### src/rtl/lsf_pkg.sv
`timescale 1ns/1ps
package lsf_pkg;
    typedef enum logic [1:0] {
        ST_ARMED      = 2'd0,
        ST_TRIP_PULSE = 2'd1,
        ST_REARM      = 2'd2,
        ST_UV_HOLD    = 2'd3
    } lsf_state_e;
endpackage

### src/rtl/lsf_persist.sv
`timescale 1ns/1ps
// Qualifies a flag once it has been sampled high on LIMIT consecutive edges
// (the current sample included).
module lsf_persist #(
    parameter int LIMIT = 8
) (
    input  logic clk,
    input  logic rst_n,
    input  logic flag,
    output logic qual
);
    localparam int CW = (LIMIT > 1) ? $clog2(LIMIT) : 1;
    localparam logic [CW-1:0] TOP = CW'(LIMIT - 1);

    logic [CW-1:0] run_cnt;

    always_ff @(posedge clk or negedge rst_n) begin
        if (!rst_n) begin
            run_cnt <= '0;
        end else if (!flag) begin
            run_cnt <= '0;
        end else if (run_cnt != TOP) begin
            run_cnt <= run_cnt + 1'b1;
        end
    end

    assign qual = flag && (run_cnt == TOP);
endmodule

### src/rtl/lsf_pulse_timer.sv
`timescale 1ns/1ps
// Down-counter for the fault pulse; done when it reaches zero.
module lsf_pulse_timer #(
    parameter int LEN = 16
) (
    input  logic clk,
    input  logic rst_n,
    input  logic load,
    input  logic run,
    output logic done
);
    localparam int CW = (LEN > 1) ? $clog2(LEN) : 1;
    localparam logic [CW-1:0] START = CW'(LEN - 1);

    logic [CW-1:0] remain;

    always_ff @(posedge clk or negedge rst_n) begin
        if (!rst_n) begin
            remain <= '0;
        end else if (load) begin
            remain <= START;
        end else if (run && (remain != '0)) begin
            remain <= remain - 1'b1;
        end
    end

    assign done = (remain == '0);
endmodule

### src/rtl/lsf_rearm_mask.sv
`timescale 1ns/1ps
// Per-phase gate mask: set on all phases together, cleared per phase on OFF.
module lsf_rearm_mask #(
    parameter int NPH = 3
) (
    input  logic           clk,
    input  logic           rst_n,
    input  logic           set_all,
    input  logic           rearm,
    input  logic [NPH-1:0] cmd_off,
    output logic [NPH-1:0] blk
);
    for (genvar p = 0; p < NPH; p++) begin : g_phase
        always_ff @(posedge clk or negedge rst_n) begin
            if (!rst_n) begin
                blk[p] <= 1'b0;
            end else if (set_all) begin
                blk[p] <= 1'b1;
            end else if (rearm && cmd_off[p]) begin
                blk[p] <= 1'b0;
            end
        end
    end
endmodule

### src/rtl/lsf_lowside_prot.sv
`timescale 1ns/1ps
module lsf_lowside_prot
    import lsf_pkg::*;
#(
    parameter int NPH      = 3,
    parameter int OC_FILT  = 500,
    parameter int SC_FILT  = 100,
    parameter int UV_FILT  = 500,
    parameter int FO_PULSE = 90000
) (
    input  logic           clk,
    input  logic           rst_n,
    input  logic           oc_flag,
    input  logic           sc_flag,
    input  logic           uv_flag,
    input  logic [NPH-1:0] lo_cmd_n,
    output logic [NPH-1:0] lo_gate_en,
    output logic           fault_n
);
    lsf_state_e state, state_nx;

    logic oc_q, sc_q, uv_q, cur_q;
    logic tmr_done, tmr_load, tmr_run;
    logic set_all, rearm_en, all_clear;
    logic [NPH-1:0] blk;

    lsf_persist #(.LIMIT(OC_FILT)) u_oc_filt (
        .clk(clk), .rst_n(rst_n), .flag(oc_flag), .qual(oc_q));
    lsf_persist #(.LIMIT(SC_FILT)) u_sc_filt (
        .clk(clk), .rst_n(rst_n), .flag(sc_flag), .qual(sc_q));
    lsf_persist #(.LIMIT(UV_FILT)) u_uv_filt (
        .clk(clk), .rst_n(rst_n), .flag(uv_flag), .qual(uv_q));

    assign cur_q = oc_q || sc_q;

    lsf_pulse_timer #(.LEN(FO_PULSE)) u_timer (
        .clk(clk), .rst_n(rst_n), .load(tmr_load), .run(tmr_run), .done(tmr_done));

    lsf_rearm_mask #(.NPH(NPH)) u_mask (
        .clk(clk), .rst_n(rst_n), .set_all(set_all), .rearm(rearm_en),
        .cmd_off(lo_cmd_n), .blk(blk));

    // a phase counts as released if it is unmasked or its OFF is sampled now
    assign all_clear = ((blk & ~lo_cmd_n) == '0);

    // state register
    always_ff @(posedge clk or negedge rst_n) begin
        if (!rst_n) begin
            state <= ST_ARMED;
        end else begin
            state <= state_nx;
        end
    end

    // next state
    always_comb begin
        state_nx = state;
        unique case (state)
            ST_ARMED: begin
                if (cur_q)     state_nx = ST_TRIP_PULSE;   // trip
                else if (uv_q) state_nx = ST_UV_HOLD;      // uv_enter
            end
            ST_TRIP_PULSE: begin
                if (tmr_done) begin
                    if (uv_q) state_nx = ST_UV_HOLD;       // pulse_to_uv
                    else      state_nx = ST_REARM;         // pulse_done
                end
            end
            ST_UV_HOLD: begin
                if (cur_q)      state_nx = ST_TRIP_PULSE;  // trip
                else if (!uv_q) state_nx = ST_REARM;       // uv_clear
            end
            ST_REARM: begin
                if (cur_q)          state_nx = ST_TRIP_PULSE;  // trip
                else if (uv_q)      state_nx = ST_UV_HOLD;     // uv_enter
                else if (all_clear) state_nx = ST_ARMED;       // rearmed
            end
        endcase
    end

    // outputs and controls
    always_comb begin
        fault_n  = 1'b1;
        rearm_en = 1'b0;
        tmr_run  = 1'b0;
        unique case (state)
            ST_ARMED:      ;
            ST_TRIP_PULSE: begin fault_n = 1'b0; tmr_run = 1'b1; end
            ST_UV_HOLD:    fault_n = 1'b0;
            ST_REARM:      rearm_en = 1'b1;
        endcase
        tmr_load = (state_nx == ST_TRIP_PULSE) && (state != ST_TRIP_PULSE);
        set_all  = (state_nx == ST_TRIP_PULSE) || (state_nx == ST_UV_HOLD);
    end

    assign lo_gate_en = ~lo_cmd_n & ~blk;
endmodule

### config.mk
export PLATFORM = sky130hd
export DESIGN_NAME = lsf_lowside_prot
export DESIGN_NICKNAME = d
export VERILOG_FILES = /design/src/rtl/lsf_pkg.sv /design/src/rtl/lsf_persist.sv /design/src/rtl/lsf_pulse_timer.sv /design/src/rtl/lsf_rearm_mask.sv /design/src/rtl/lsf_lowside_prot.sv
export SDC_FILE = /design/constraint.sdc
export NUM_CORES = 1
export LEC_CHECK = 0
export CORE_MARGIN = 2
export CORE_UTILIZATION = 64
export CTS_CLUSTER_DIAMETER = 120
export CTS_CLUSTER_SIZE = 16
export DETAILED_ROUTE_END_ITERATION = 8
export PLACE_DENSITY = 0.89
export SKIP_LAST_GASP = 1
export SLEW_MARGIN = 15
export SYNTH_ARGS = -nofsm -noshare
export SYNTH_HDL_FRONTEND = slang
export SYNTH_SLANG_ARGS = --single-unit
### constraint.sdc
create_clock -name clk -period 3.45 [get_ports clk]
set_clock_uncertainty 0.15 [all_clocks]
set_input_delay 0.5175 -clock clk [delete_from_list [all_inputs] [get_ports clk]]
set_output_delay 0.5175 -clock clk [all_outputs]
set_load 0.02 [all_outputs]
==> out/qor.log <==
[timing] final worst path period need 2.45 ns
[drt] final routed wirelength across all metal layers 4.87 mm
[timing] share of the clock period used by the worst path after layout 71.0%
[critical_path] arrival time of the worst setup path 2.45 ns
[logic_synthesis] mean instance size in the synthesized netlist 9.83 um2
[cts] number of buffers created by CTS 5
[floorplanning] width of the chip 66.6 um
[cts] maximum number of buffers from clock root to sink 2
[logic_synthesis] post-synthesis sequential element count 47
[global_routing] wire length of the first global-routing pass 8.25 mm
[critical_path] Critical Path Source Type flip-flop
[timing] min setup slack post-route 0.999 ns
[drt] WL/cell 15.3 um
[placed_design] count of input and output buffers 11
[global_routing] initial antenna violation count 0
[placed_design] pre-CTS setup slack 1.08 ns
[drt] First DRT Iteration DRCs 151
[final_layout] commonest cells after routing, fill and taps aside 47 x dfrtp_1, 20 x nor2_1, 16 x nand2_1
[logic_synthesis] simple-gate share of the synthesized area 29.0%
[pwr] Leak 1.06 nW
[critical_path] master of the slowest instance on the critical path nor4_4
[critical_path] gate family responsible for the most delay along the worst path simple AND/OR/NAND/NOR gates
[critical_path] maximum single-stage delay on the critical path 0.51 ns
[critical_path] number of buffers and inverters on the critical path 2
[timing] Rel. slew slack 31.6%
[run] reported max-cap violation count 0
[logic_synthesis] yosys warns 0
[critical_path] nature of the critical path endpoint flip-flop
[timing] pins over their slew limit 0
[drt] post-route ant nets 0
[logic_synthesis] share of synthesized area spent on multiplexers 0.799%
[final_layout] fraction of layout instances using a drive strength above 1 9.59%
[logic_synthesis] main combinational cell family by area after synthesis simple AND/OR/NAND/NOR gates
[pwr] Peak supply drop 0.000324 V
[global_routing] via count of the first global-routing pass 1834
[critical_path] class of the most critical setup path flip-flop to flip-flop
[cts] number of resized instances in the post-cts repair step 0
[logic_synthesis] netlist area before placement 2510 um2
[cts] clock latency on the worst-skew pair 0.30 ns
[critical_path] Cell Chain, Critical Path inv_1, ha_1, or4b_4, nor4_4, buf_4, or2_2, o311ai_0
[global_routing] Congestion Overflow GR 0
[timing] worst-margin pin slew 1.03 ns
[timing] unrepaired setup endpoints after global routing false
[logic_synthesis] Post-synth top flop dfrtp_1
[final_layout] Synth-to-Final Area Change 11.4%
[critical_path] data required time of the critical path 3.45 ns
[timing] Max Fclk 408 MHz
[logic_synthesis] Post-Syn Instances 255
[global_routing] largest net degree at the start of global routing 48
[critical_path] maximum fanout encountered on the critical timing path 11
[final_layout] number of nets at the end of the flow 283
[pwr] areal power density over the cells 388 nW/um2
[drt] via count 1956
[cts] clock edge transition at the registers on the reported setup and hold paths 0.09 ns
[cts] total setup buffers inserted after CTS 0
[drt] drt drc 0
[logic_synthesis] number of unique standard cell types used by synthesis 50
[floorplanning] FP Rows 22
[logic_synthesis] fraction of registers with async set or reset after synthesis 100%
[floorplanning] effective utilization at floorplan 67.4%
[final_layout] count of antenna diodes in the layout 0
[timing] setup tns final 0 ns
[timing] final setup violation count 0
[placed_design] Detailed Place HPWL 3.39 mm
[logic_synthesis] area fraction in compound gates after synthesis 13.5%
[critical_path] worst setup path start u_timer.remain[0]
[timing] final hold violation count 0
[critical_path] launch point of the worst reg-to-reg path u_timer.remain[0]
[floorplanning] area of the die 4430 um2
[placed_design] placed cell area 2660 um2
[logic_synthesis] share of synthesized area occupied by flip-flops and latches 46.9%
[logic_synthesis] net count of the mapped netlist 268
[run_status] outcome complete, no violations
[floorplanning] core footprint 3720 um2
[floorplanning] top-level port count 12
[global_routing] overall global routing resource usage 24.8%
[worst_hold_path] Min-Delay Path Class primary input to asynchronous set/reset pin
[cts] clock tree from TritonCTS done
[cts] root buf cell clkbuf_8
[cts] CTS Hold Buffers Added 0
[cts] count of clock tree sinks 47
[logic_synthesis] xor and xnor fraction of the mapped netlist area 4.54%
[floorplanning] die height 66.6 um
[logic_synthesis] adder-cell area share of the yosys netlist 2.50%
[final_layout] cell area after layout 2790 um2
[drt] number of optimization iterations in the first detailed-route pass 4
[cts] Max H-tree Level 2
[final_layout] most common library cell in the layout ignoring fill and taps dfrtp_1
[drt] via density per instance 6.13
[placed_design] Placer Congestion 0.836
[logic_synthesis] number of enable-type register cells in the synthesized netlist 0
==> final cells by class <==
type	instances	area [um2]
Clock inverter	2	60.1
Clock buffer	6	72.6
Inverter	11	41.3
Timing Repair Buffer	13	120
Multi-Input combinational cell	192	1260
Sequential cell	47	1180
Tap cell	48	60.1
Fill cell	261	925
==> final timing paths <==
kind	end	slack, ns	cells after the start
setup / recovery	u_timer.remain[10]	1.0	7
hold / removal	u_sc_filt.run_cnt[1]	0.23	1
setup reg to reg	u_timer.remain[10]	1.0	7
hold reg to reg	u_sc_filt.run_cnt[1]	0.41	2
max in group asynchronous	u_timer.remain[1]	2.28	1
min in group clk	u_sc_filt.run_cnt[1]	0.41	2
==> flip-flops by register name, indices dropped and copies added (netlist names) <==
signal	cells
u_timer.remain	17
u_oc_filt.run_cnt	9
u_uv_filt.run_cnt	9
u_sc_filt.run_cnt	7
u_mask.blk	3
state	2
==> cell usage after synthesis (5+ instances only) <==
| cell | number | area (um2) |
|---|---|---|
| dfrtp_1 | 47 | 1180 |
| or4_1 | 6 | 45.0 |
| nand4_1 | 8 | 50.1 |
| and2_1 | 6 | 37.5 |
| o31ai_1 | 6 | 45.0 |
| ha_1 | 5 | 62.6 |
| nand2b_1 | 9 | 56.3 |
| xnor2_1 | 9 | 78.8 |
| or3_1 | 10 | 62.6 |
| o21ai_0 | 15 | 75.1 |
| nor2_1 | 20 | 75.1 |
| a21oi_1 | 9 | 45.0 |
| inv_1 | 10 | 37.5 |
| nand2_1 | 16 | 60.1 |
| nand3_1 | 15 | 75.1 |
==> metrics by stage <==
step                      std cells  hold WS (ns)  utilization [%]  power (mW)
after global routing            319         0.315             75.1        1.13
final                           319         0.228             75.1        1.08
after CTS                       319         0.269             75.1        1.09
after floorplan                 255        0.0719                -       0.599
after detailed placement        311         0.389             71.5       0.624
after global placement          311         0.364             71.5       0.623
==> cells by family after synthesis <==
logic type | count (synthesis)
AND/OR/NAND/NOR | 121
AO/OA/AOI/OAI | 51
flip-flops | 47
buffers and inverters | 16
XOR/XNOR | 13
adder cells (fa/ha/maj) | 5
multiplexers | 2
==> layer usage <==
metal	track usage (%)	wire, um
met1	32.2	2370
met2	40.5	2320
met3	4.56	140
met4	11.0	44
met5	0	0
==> power by group <==
part / internal, mW / total (mW) / leakage [nW] / switching [mW]
combinational: 0.0195 / 0.0450 / 0.433 / 0.0255
clock: 0.290 / 0.472 / 0.0654 / 0.182
sequential: 0.559 / 0.568 / 0.561 / 0.00905
total: 0.868 / 1.08 / 1.06 / 0.217
No activity file was read; power rests on OpenSTA's default activity.
